[config.mk]
export PLATFORM = sky130hd
export DESIGN_NAME = chi5_masked_sbox
export DESIGN_NICKNAME = d
export VERILOG_FILES = /design/src/rtl/chi5_mask_pkg.sv /design/src/rtl/chi5_share_prep.sv /design/src/rtl/chi5_share_term.sv /design/src/rtl/chi5_masked_sbox.sv
export SDC_FILE = /design/constraint.sdc
export NUM_CORES = 1
export LEC_CHECK = 0
export BUFFER_PORTS_ARGS = -buffer_cell sky130_fd_sc_hd__clkbuf_2
export CAP_MARGIN = 25
export CORE_AREA = 5 5 42 44
export DETAILED_ROUTE_END_ITERATION = 10
export DIE_AREA = 0 0 47 49
export PLACE_DENSITY = 0.75
export SYNTH_ARGS = -nofsm -noshare
export SYNTH_HDL_FRONTEND = slang
export SYNTH_SLANG_ARGS = --single-unit
export TNS_END_PERCENT = 50
[constraint.sdc]
create_clock -name vclk -period 1.1
set_input_delay 0.055 -clock vclk [all_inputs]
set_output_delay 0.055 -clock vclk [all_outputs]
set_load 0.05 [all_outputs]
[src/rtl/chi5_mask_pkg.sv]
// Shared types and the unmasked reference used by the masked S-box.
// Assumes bit 0 of a result vector is out_a and bit 4 is out_e.
package chi5_mask_pkg;

    localparam int CHI_BITS = 5;

    // Linear pre-terms of one share domain, with share-0 inversion applied.
    typedef struct packed {
        logic b;
        logic d;
        logic ae;
        logic bc;
        logic de;
        logic aep;
        logic n_bp;
        logic n_dp;
        logic n_ae;
        logic n_bc;
        logic n_de;
    } share_prep_t;

    // Unmasked S-box, used only by the assertions of the top module.
    function automatic logic [CHI_BITS-1:0] chi5_plain(
        input logic a, input logic b, input logic c,
        input logic d, input logic e
    );
        logic [CHI_BITS-1:0] r;
        r[0] = (a ^ e) ^ (~b & (b ^ c)) ^ (d ^ e) ^ (~(a ^ e) & b);
        r[1] = b ^ (~(b ^ c) & d) ^ (a ^ e) ^ (~b & (b ^ c));
        r[2] = ~((b ^ c) ^ (~d & (d ^ e)));
        r[3] = d ^ (~(d ^ e) & (a ^ e)) ^ (b ^ c) ^ (~d & (d ^ e));
        r[4] = (d ^ e) ^ (~(a ^ e) & b);
        return r;
    endfunction

endpackage

[src/rtl/chi5_share_prep.sv]
// Per-domain linear preparation: XOR pre-terms and inverted operands.
// Assumes share 0 of every value carries the logical inversion; the
// other shares pass through unchanged so the sharing stays correct.
module chi5_share_prep
    import chi5_mask_pkg::*;
#(
    parameter int NSHARE = 2
) (
    input  logic [NSHARE-1:0] a_sh,
    input  logic [NSHARE-1:0] b_sh,
    input  logic [NSHARE-1:0] c_sh,
    input  logic [NSHARE-1:0] d_sh,
    input  logic [NSHARE-1:0] e_sh,
    input  logic [NSHARE-1:0] bd_sh,
    input  logic [NSHARE-1:0] dd_sh,
    input  logic [NSHARE-1:0] ed_sh,
    output share_prep_t [NSHARE-1:0] prep
);

    for (genvar k = 0; k < NSHARE; k++) begin : g_dom
        localparam logic INV = (k == 0) ? 1'b1 : 1'b0;
        share_prep_t p;

        // Build the linear pre-terms of domain k from index-k shares only.
        always_comb begin
            p.b    = b_sh[k];
            p.d    = d_sh[k];
            p.ae   = a_sh[k] ^ e_sh[k];
            p.bc   = b_sh[k] ^ c_sh[k];
            p.de   = d_sh[k] ^ e_sh[k];
            p.aep  = a_sh[k] ^ ed_sh[k];
            p.n_bp = bd_sh[k] ^ INV;
            p.n_dp = dd_sh[k] ^ INV;
            p.n_ae = a_sh[k] ^ e_sh[k] ^ INV;
            p.n_bc = b_sh[k] ^ c_sh[k] ^ INV;
            p.n_de = d_sh[k] ^ e_sh[k] ^ INV;
        end

        assign prep[k] = p;
    end

endmodule

[src/rtl/chi5_share_term.sv]
// One output share (ROW, COL) of all five S-box outputs.
// Diagonal shares hold the linear terms and same-domain products.
// Off-diagonal shares hold only cross products: the first AND operand
// comes from domain ROW and the second from domain COL, mirrored for
// out_b and out_d so no variable meets two share indices.
module chi5_share_term
    import chi5_mask_pkg::*;
#(
    parameter int NSHARE = 2,
    parameter int ROW    = 0,
    parameter int COL    = 0
) (
    input  share_prep_t [NSHARE-1:0] prep,
    output logic [CHI_BITS-1:0]      y
);

    if (ROW == COL) begin : g_diag
        localparam logic INV = (ROW == 0) ? 1'b1 : 1'b0;
        share_prep_t p;
        assign p = prep[ROW];

        // Combine linear terms with products drawn from one domain.
        always_comb begin
            y[0] = p.ae ^ p.de ^ (p.n_bp & p.bc) ^ (p.n_ae & p.b);
            y[1] = p.b ^ (p.n_bc & p.d) ^ p.ae ^ (p.n_bp & p.bc);
            y[2] = p.bc ^ (p.n_dp & p.de) ^ INV;
            y[3] = p.d ^ (p.n_de & p.aep) ^ p.bc ^ (p.n_dp & p.de);
            y[4] = p.de ^ (p.n_ae & p.b);
        end
    end else begin : g_cross
        share_prep_t r;
        share_prep_t c;
        assign r = prep[ROW];
        assign c = prep[COL];

        // Form cross-domain products with fixed index roles per output.
        always_comb begin
            y[0] = (r.n_bp & c.bc) ^ (r.n_ae & c.b);
            y[1] = (r.n_bc & c.d) ^ (c.n_bp & r.bc);
            y[2] = r.n_dp & c.de;
            y[3] = (r.n_de & c.aep) ^ (c.n_dp & r.de);
            y[4] = r.n_ae & c.b;
        end
    end

endmodule

[src/rtl/chi5_masked_sbox.sv]
// Combinational masked five-bit chi S-box with uncompressed outputs.
// Assumes each duplicate input unmasks to the same value as its original
// and is masked independently of it. Output share (i,j) sits at bit
// i*NSHARE+j. No registers, no fresh randomness.
module chi5_masked_sbox
    import chi5_mask_pkg::*;
#(
    parameter int NSHARE = 2
) (
    input  logic [NSHARE-1:0]        a_sh,
    input  logic [NSHARE-1:0]        b_sh,
    input  logic [NSHARE-1:0]        c_sh,
    input  logic [NSHARE-1:0]        d_sh,
    input  logic [NSHARE-1:0]        e_sh,
    input  logic [NSHARE-1:0]        b_dup_sh,
    input  logic [NSHARE-1:0]        d_dup_sh,
    input  logic [NSHARE-1:0]        e_dup_sh,
    output logic [NSHARE*NSHARE-1:0] a_out_sh,
    output logic [NSHARE*NSHARE-1:0] b_out_sh,
    output logic [NSHARE*NSHARE-1:0] c_out_sh,
    output logic [NSHARE*NSHARE-1:0] d_out_sh,
    output logic [NSHARE*NSHARE-1:0] e_out_sh
);

    localparam int NOUT = NSHARE * NSHARE;

    share_prep_t [NSHARE-1:0] prep;
    logic [CHI_BITS-1:0]      share_y [NOUT];

    chi5_share_prep #(.NSHARE(NSHARE)) u_prep (
        .a_sh  (a_sh),
        .b_sh  (b_sh),
        .c_sh  (c_sh),
        .d_sh  (d_sh),
        .e_sh  (e_sh),
        .bd_sh (b_dup_sh),
        .dd_sh (d_dup_sh),
        .ed_sh (e_dup_sh),
        .prep  (prep)
    );

    for (genvar i = 0; i < NSHARE; i++) begin : g_row
        for (genvar j = 0; j < NSHARE; j++) begin : g_col
            chi5_share_term #(.NSHARE(NSHARE), .ROW(i), .COL(j)) u_term (
                .prep (prep),
                .y    (share_y[i*NSHARE+j])
            );
        end
    end

    // Scatter per-share result vectors onto the five output buses.
    always_comb begin
        for (int s = 0; s < NOUT; s++) begin
            a_out_sh[s] = share_y[s][0];
            b_out_sh[s] = share_y[s][1];
            c_out_sh[s] = share_y[s][2];
            d_out_sh[s] = share_y[s][3];
            e_out_sh[s] = share_y[s][4];
        end
    end

    // Check recombined outputs against the unmasked function.
    logic                dup_ok;
    logic                all_zero;
    logic [CHI_BITS-1:0] plain_ref;

    always_comb begin
        dup_ok    = ((^b_sh) == (^b_dup_sh)) && ((^d_sh) == (^d_dup_sh))
                 && ((^e_sh) == (^e_dup_sh));
        all_zero  = ~|{a_sh, b_sh, c_sh, d_sh, e_sh, b_dup_sh, d_dup_sh, e_dup_sh};
        plain_ref = chi5_plain(^a_sh, ^b_sh, ^c_sh, ^d_sh, ^e_sh);
        if (dup_ok) begin
            p_xor_a_r1: assert ((^a_out_sh) == plain_ref[0]) else $error("out_a recombination wrong");
            p_xor_b_r1: assert ((^b_out_sh) == plain_ref[1]) else $error("out_b recombination wrong");
            p_xor_c_r1: assert ((^c_out_sh) == plain_ref[2]) else $error("out_c recombination wrong");
            p_xor_d_r1: assert ((^d_out_sh) == plain_ref[3]) else $error("out_d recombination wrong");
            p_xor_e_r1: assert ((^e_out_sh) == plain_ref[4]) else $error("out_e recombination wrong");
        end
        if (all_zero) begin
            p_zero_inv_r7: assert (c_out_sh == NOUT'(1) && ~|{a_out_sh, b_out_sh, d_out_sh, e_out_sh})
                else $error("inversion not confined to share 0");
        end
    end

endmodule

* Yosys cells after proc, flatten, opt, wreduce, memory -nomap -nowiden
Cells that the tools add are included.
** Cells by class
- Bitwise operators :: 62
** Operators by type and width (number)
- XOR 1 bit :: 36
- AND 1 bit :: 20
- NOT 1 bit :: 6
** Storage, ports and cells
- Bits in registers :: 0

* Depth between registers and ports, before layout
- Depth in word-level cells :: 6
- Gate-level depth with buffers :: 5
- Gate-level depth less buffers :: 4

* By module
Synthesis repeated with hierarchy kept, for this count alone.
** Unflattened totals
- Cells, all modules :: 68
- Area, all modules :: 536.8 um^2
** By module, submodules not included
- chi5_share_prep :: instances 1, cells each 22, area an instance 171.4 um^2
- chi5_share_term at g_row[0].g_col[1].u_term ... :: instances 2, cells each 10, area an instance 67.6 um^2
- chi5_share_term at g_row[0].g_col[0].u_term :: instances 1, cells each 13, area an instance 116.4 um^2
- chi5_share_term at g_row[1].g_col[1].u_term :: instances 1, cells each 13, area an instance 113.9 um^2

* Worst setup path after synthesis
OpenSTA, ideal clock, no wires.
- Path type :: in2out
- Start :: input port e_sh[0]
- End :: output port a_out_sh[1]
- Data arrival time :: 1691 ps
- Required time :: 1045 ps
- Slack :: -646 ps
- Cell stages on the path :: 4
- Buffers on the path :: 1
- Cells stage by stage :: buf_2 > xnor2_1 > and2_1 > xor2_1
** On the way
- Word-level cells in the longest chain between the ends :: 4
** RTL lines
- from (decl) :: RTL line chi5_masked_sbox.sv:14 : input logic [NSHARE-1:0] e_sh,
- XOR 1 bit :: RTL line chi5_share_prep.sv:34 : p.n_ae = a_sh[k] ^ e_sh[k] ^ INV;
- NOT 1 bit (no line)
- AND 1 bit
- net e_out_sh[1] :: RTL line chi5_masked_sbox.sv:22 : output logic [NSHARE*NSHARE-1:0] e_out_sh
- XOR 1 bit :: RTL line chi5_share_term.sv:38 : y[0] = (r.n_bp & c.bc) ^ (r.n_ae & c.b);
- to (decl) :: RTL line chi5_masked_sbox.sv:18 : output logic [NSHARE*NSHARE-1:0] a_out_sh,
The timed path passes the listed nets, and every way through them passes these cells.

* Worst setup path in the final report
- Start :: input port e_dup_sh[1]
- End :: output port d_out_sh[3]
** On the way
- Word-level cells in the longest chain between the ends :: 5
** RTL lines
- from (decl) :: RTL line chi5_masked_sbox.sv:17 : input logic [NSHARE-1:0] e_dup_sh,
- XOR 1 bit :: RTL line chi5_share_prep.sv:31 : p.aep = a_sh[k] ^ ed_sh[k];
- AND 1 bit :: RTL line chi5_share_term.sv:27 : y[3] = p.d ^ (p.n_de & p.aep) ^ p.bc ^ (p.n_dp & p.de);
- XOR 1 bit (3 in a row) :: RTL line chi5_share_term.sv:27
- to (decl) :: RTL line chi5_masked_sbox.sv:21 : output logic [NSHARE*NSHARE-1:0] d_out_sh,
No other way between the ends.

==> out/metrics.cfg <==
[global_route]
grt_pass1_wl_mm=2.88
grt_usage_pct=16.6
grt_pass1_vias=645
antenna_found_initial=0
overflow=0
grt_max_degree=6

[timing]
finalWorstSetupSlack_ns=-0.0828
rsz0062_at_grt=true
setup_viol=1
relSlewSlack_pct=79.9
tightest_slew_ns=0.301
finalCriticalPeriod_ns=1.18
fmax_mhz=845
hold_violations=0
slew_violations=0
finalCritPeriodShare_pct=108

[synth]
yosys.area.top_type=xnor2_1
synth_area_sq_um=498
syn_nets=84
yosys-top-cells-area=xnor2_1 25%, xor2_1 19%, mux2i_1 14%
ys_seq_area_share_pct=0
syn_avg_cell_area_sq_um=7.32
synth_top_area_share_pct=24.6
yosysUniqueCellTypes=19
synth_cells=68
yosys_warnings=0

[floorplanning]
start_util_pct=35.5
die_area_sq_um=2300
fp-row-count=14
core-area_sq_um=1400
die_x_um=47
io_pins=36
die_y_um=49

[cells_and_area]
design_area_sq_um=1240
syn_to_final_growth_pct=149
drive_above_1_share_pct=73.8
layout_common_cells=25 x buf_4, 15 x clkbuf_2, 8 x xnor2_1, 7 x mux2i_1, 6 x nor2_1
antennaDiodeCount=0
seq_area_sq_um=0
final_common_cell=buf_4
layout.cells.non_filler=138
nNetsFinal=140
fill_cells=67
clock_buffers=0
design.seq.count=0

[pwr]
p_int_uw=529
power_density_nw_per_um2=984
power_frac_seq_pct=0
power_uw=1220
ir_drop_v=0.000597
p_leak_uw=0.000592
combPwrFrac_pct=100.0
p_switching_uw=693
switching_share_pct=56.7
power.share.clock_pct=0

[critical_path]
crit_required_ns=1.04
cp_cell_sequence=buf_8 > xnor2_4 > xnor2_2 > mux2i_1 > buf_4 > xor2_4 > buf_8
worst-path-stages=7
crit_path_start_kind=primary input
worstPathArrival_ns=1.13
cpPeakStageDelay_ns=0.19
critPathCaptureType=output port
crit_buf_inv=3
crit_family=XOR/XNOR gates
timing.critical_path.fanout_max=2
worst_path_most_repeated_cell=buf_8
worstSetupPathType=primary input to output port
crit_slowest_cell=mux2i_1

[hold_path]
whs_endpoint=e_out_sh[3]
whs_path_depth=3
min-delay-start=d_sh[1]
min_path_type=primary input to output port

[detailed_routing]
wl_per_cell_um=14.3
ant_nets=0
firstDrtPassIters=4
drt-initial-drc-count=5
via_per_inst=4.72
vias=652
drc=0
finalWirelength_mm=1.98

[place]
place_hpwl_mm=1.38
gp_congestion=0.687
post-place-cells=136
dpl-instance-area_sq_um=988
numPortBuffers=36

[run]
drv_cap=0

[outcome]
violations=negative setup slack
status=finished with violations

[clock_tree]
holdBufCountCts=0

[layout make-up]
| class | count | area, sq um | area share [%] |
|---|---|---|---|
| Multi-Input combinational cell | 61 | 686 | 55.2 |
| Timing Repair Buffer | 59 | 529 | 42.6 |
| Tap cell | 16 | 20.0 | 1.61 |
| Inverter | 2 | 7.51 | 0.604 |
[what timing repair did]
item,4_1_cts,5_1_grt
buffers inserted,2,0
gates resized for setup,31,38
setup endpoints to repair,12,17
pin swaps,9,12
[power groups by stage]
| stage | clock network, uW | logic, uW | registers (uW) |
|---|---|---|---|
| after floorplan | 0 | 700 | 0 |
| after global placement | 0 | 1020 | 0 |
| after detailed placement | 0 | 1040 | 0 |
| after CTS | 0 | 1150 | 0 |
| after global routing | 0 | 1280 | 0 |
| final | 0 | 1220 | 0 |
[stage by stage]
stage / setup TNS [ns] / hold slack [ns] / setup WS, ns / util, %
5_1_grt: -0.321 / 0.560 / -0.135 / 88.7
3_3_place_gp: -0.592 / 0.550 / -0.196 / 70.5
3_5_place_dp: -0.879 / 0.551 / -0.222 / 70.5
4_1_cts: -0.182 / 0.560 / -0.144 / 81.0
2_1_floorplan: -1.86 / 0.285 / -0.278 / -
6_report: -0.0828 / 0.546 / -0.0828 / 88.7
[metal layers]
metal	vias to the layer above	global-route usage (%)	share of wire (%)
met1	301	16.6	33
met2	25	34.2	57
met4	0	1.84	1.4
met5	-	0	0
li1	324	-	-
met3	2	1.85	8.1
[how the worst max path moves through the flow]
stage | start | end | slack [ns]
after floorplan | d_sh[1] | c_out_sh[3] | -0.28
after detailed placement | e_dup_sh[1] | d_out_sh[3] | -0.22
final | e_dup_sh[1] | d_out_sh[3] | -0.08
after CTS | a_sh[1] | d_out_sh[3] | -0.14
after global routing | e_dup_sh[1] | d_out_sh[3] | -0.13
after global placement | e_dup_sh[1] | d_out_sh[3] | -0.20
[logic make-up after synthesis]
family | share of synthesized area, %
xor gates and xnor gates | 47.2
and+or+nand+nor | 18.3
AOI/OAI and AO/OA | 11.1
muxes | 16.3
buffers and inverters | 7.04
[synth_stat cells]
master,number
o21ai_0,3
inv_1,2
xnor2_1,14
clkbuf_2,2
nor2b_1,4
buf_2,2
and2_1,4
o21bai_1,1
nand2_1,2
mux2_2,1
xor2_1,11
o211a_1,1
nor2_1,7
buf_4,1
nor3b_1,1
a21oi_1,3
xnor2_2,1
a211oi_1,1
mux2i_1,7
Power figures use the tool's default switching activity.
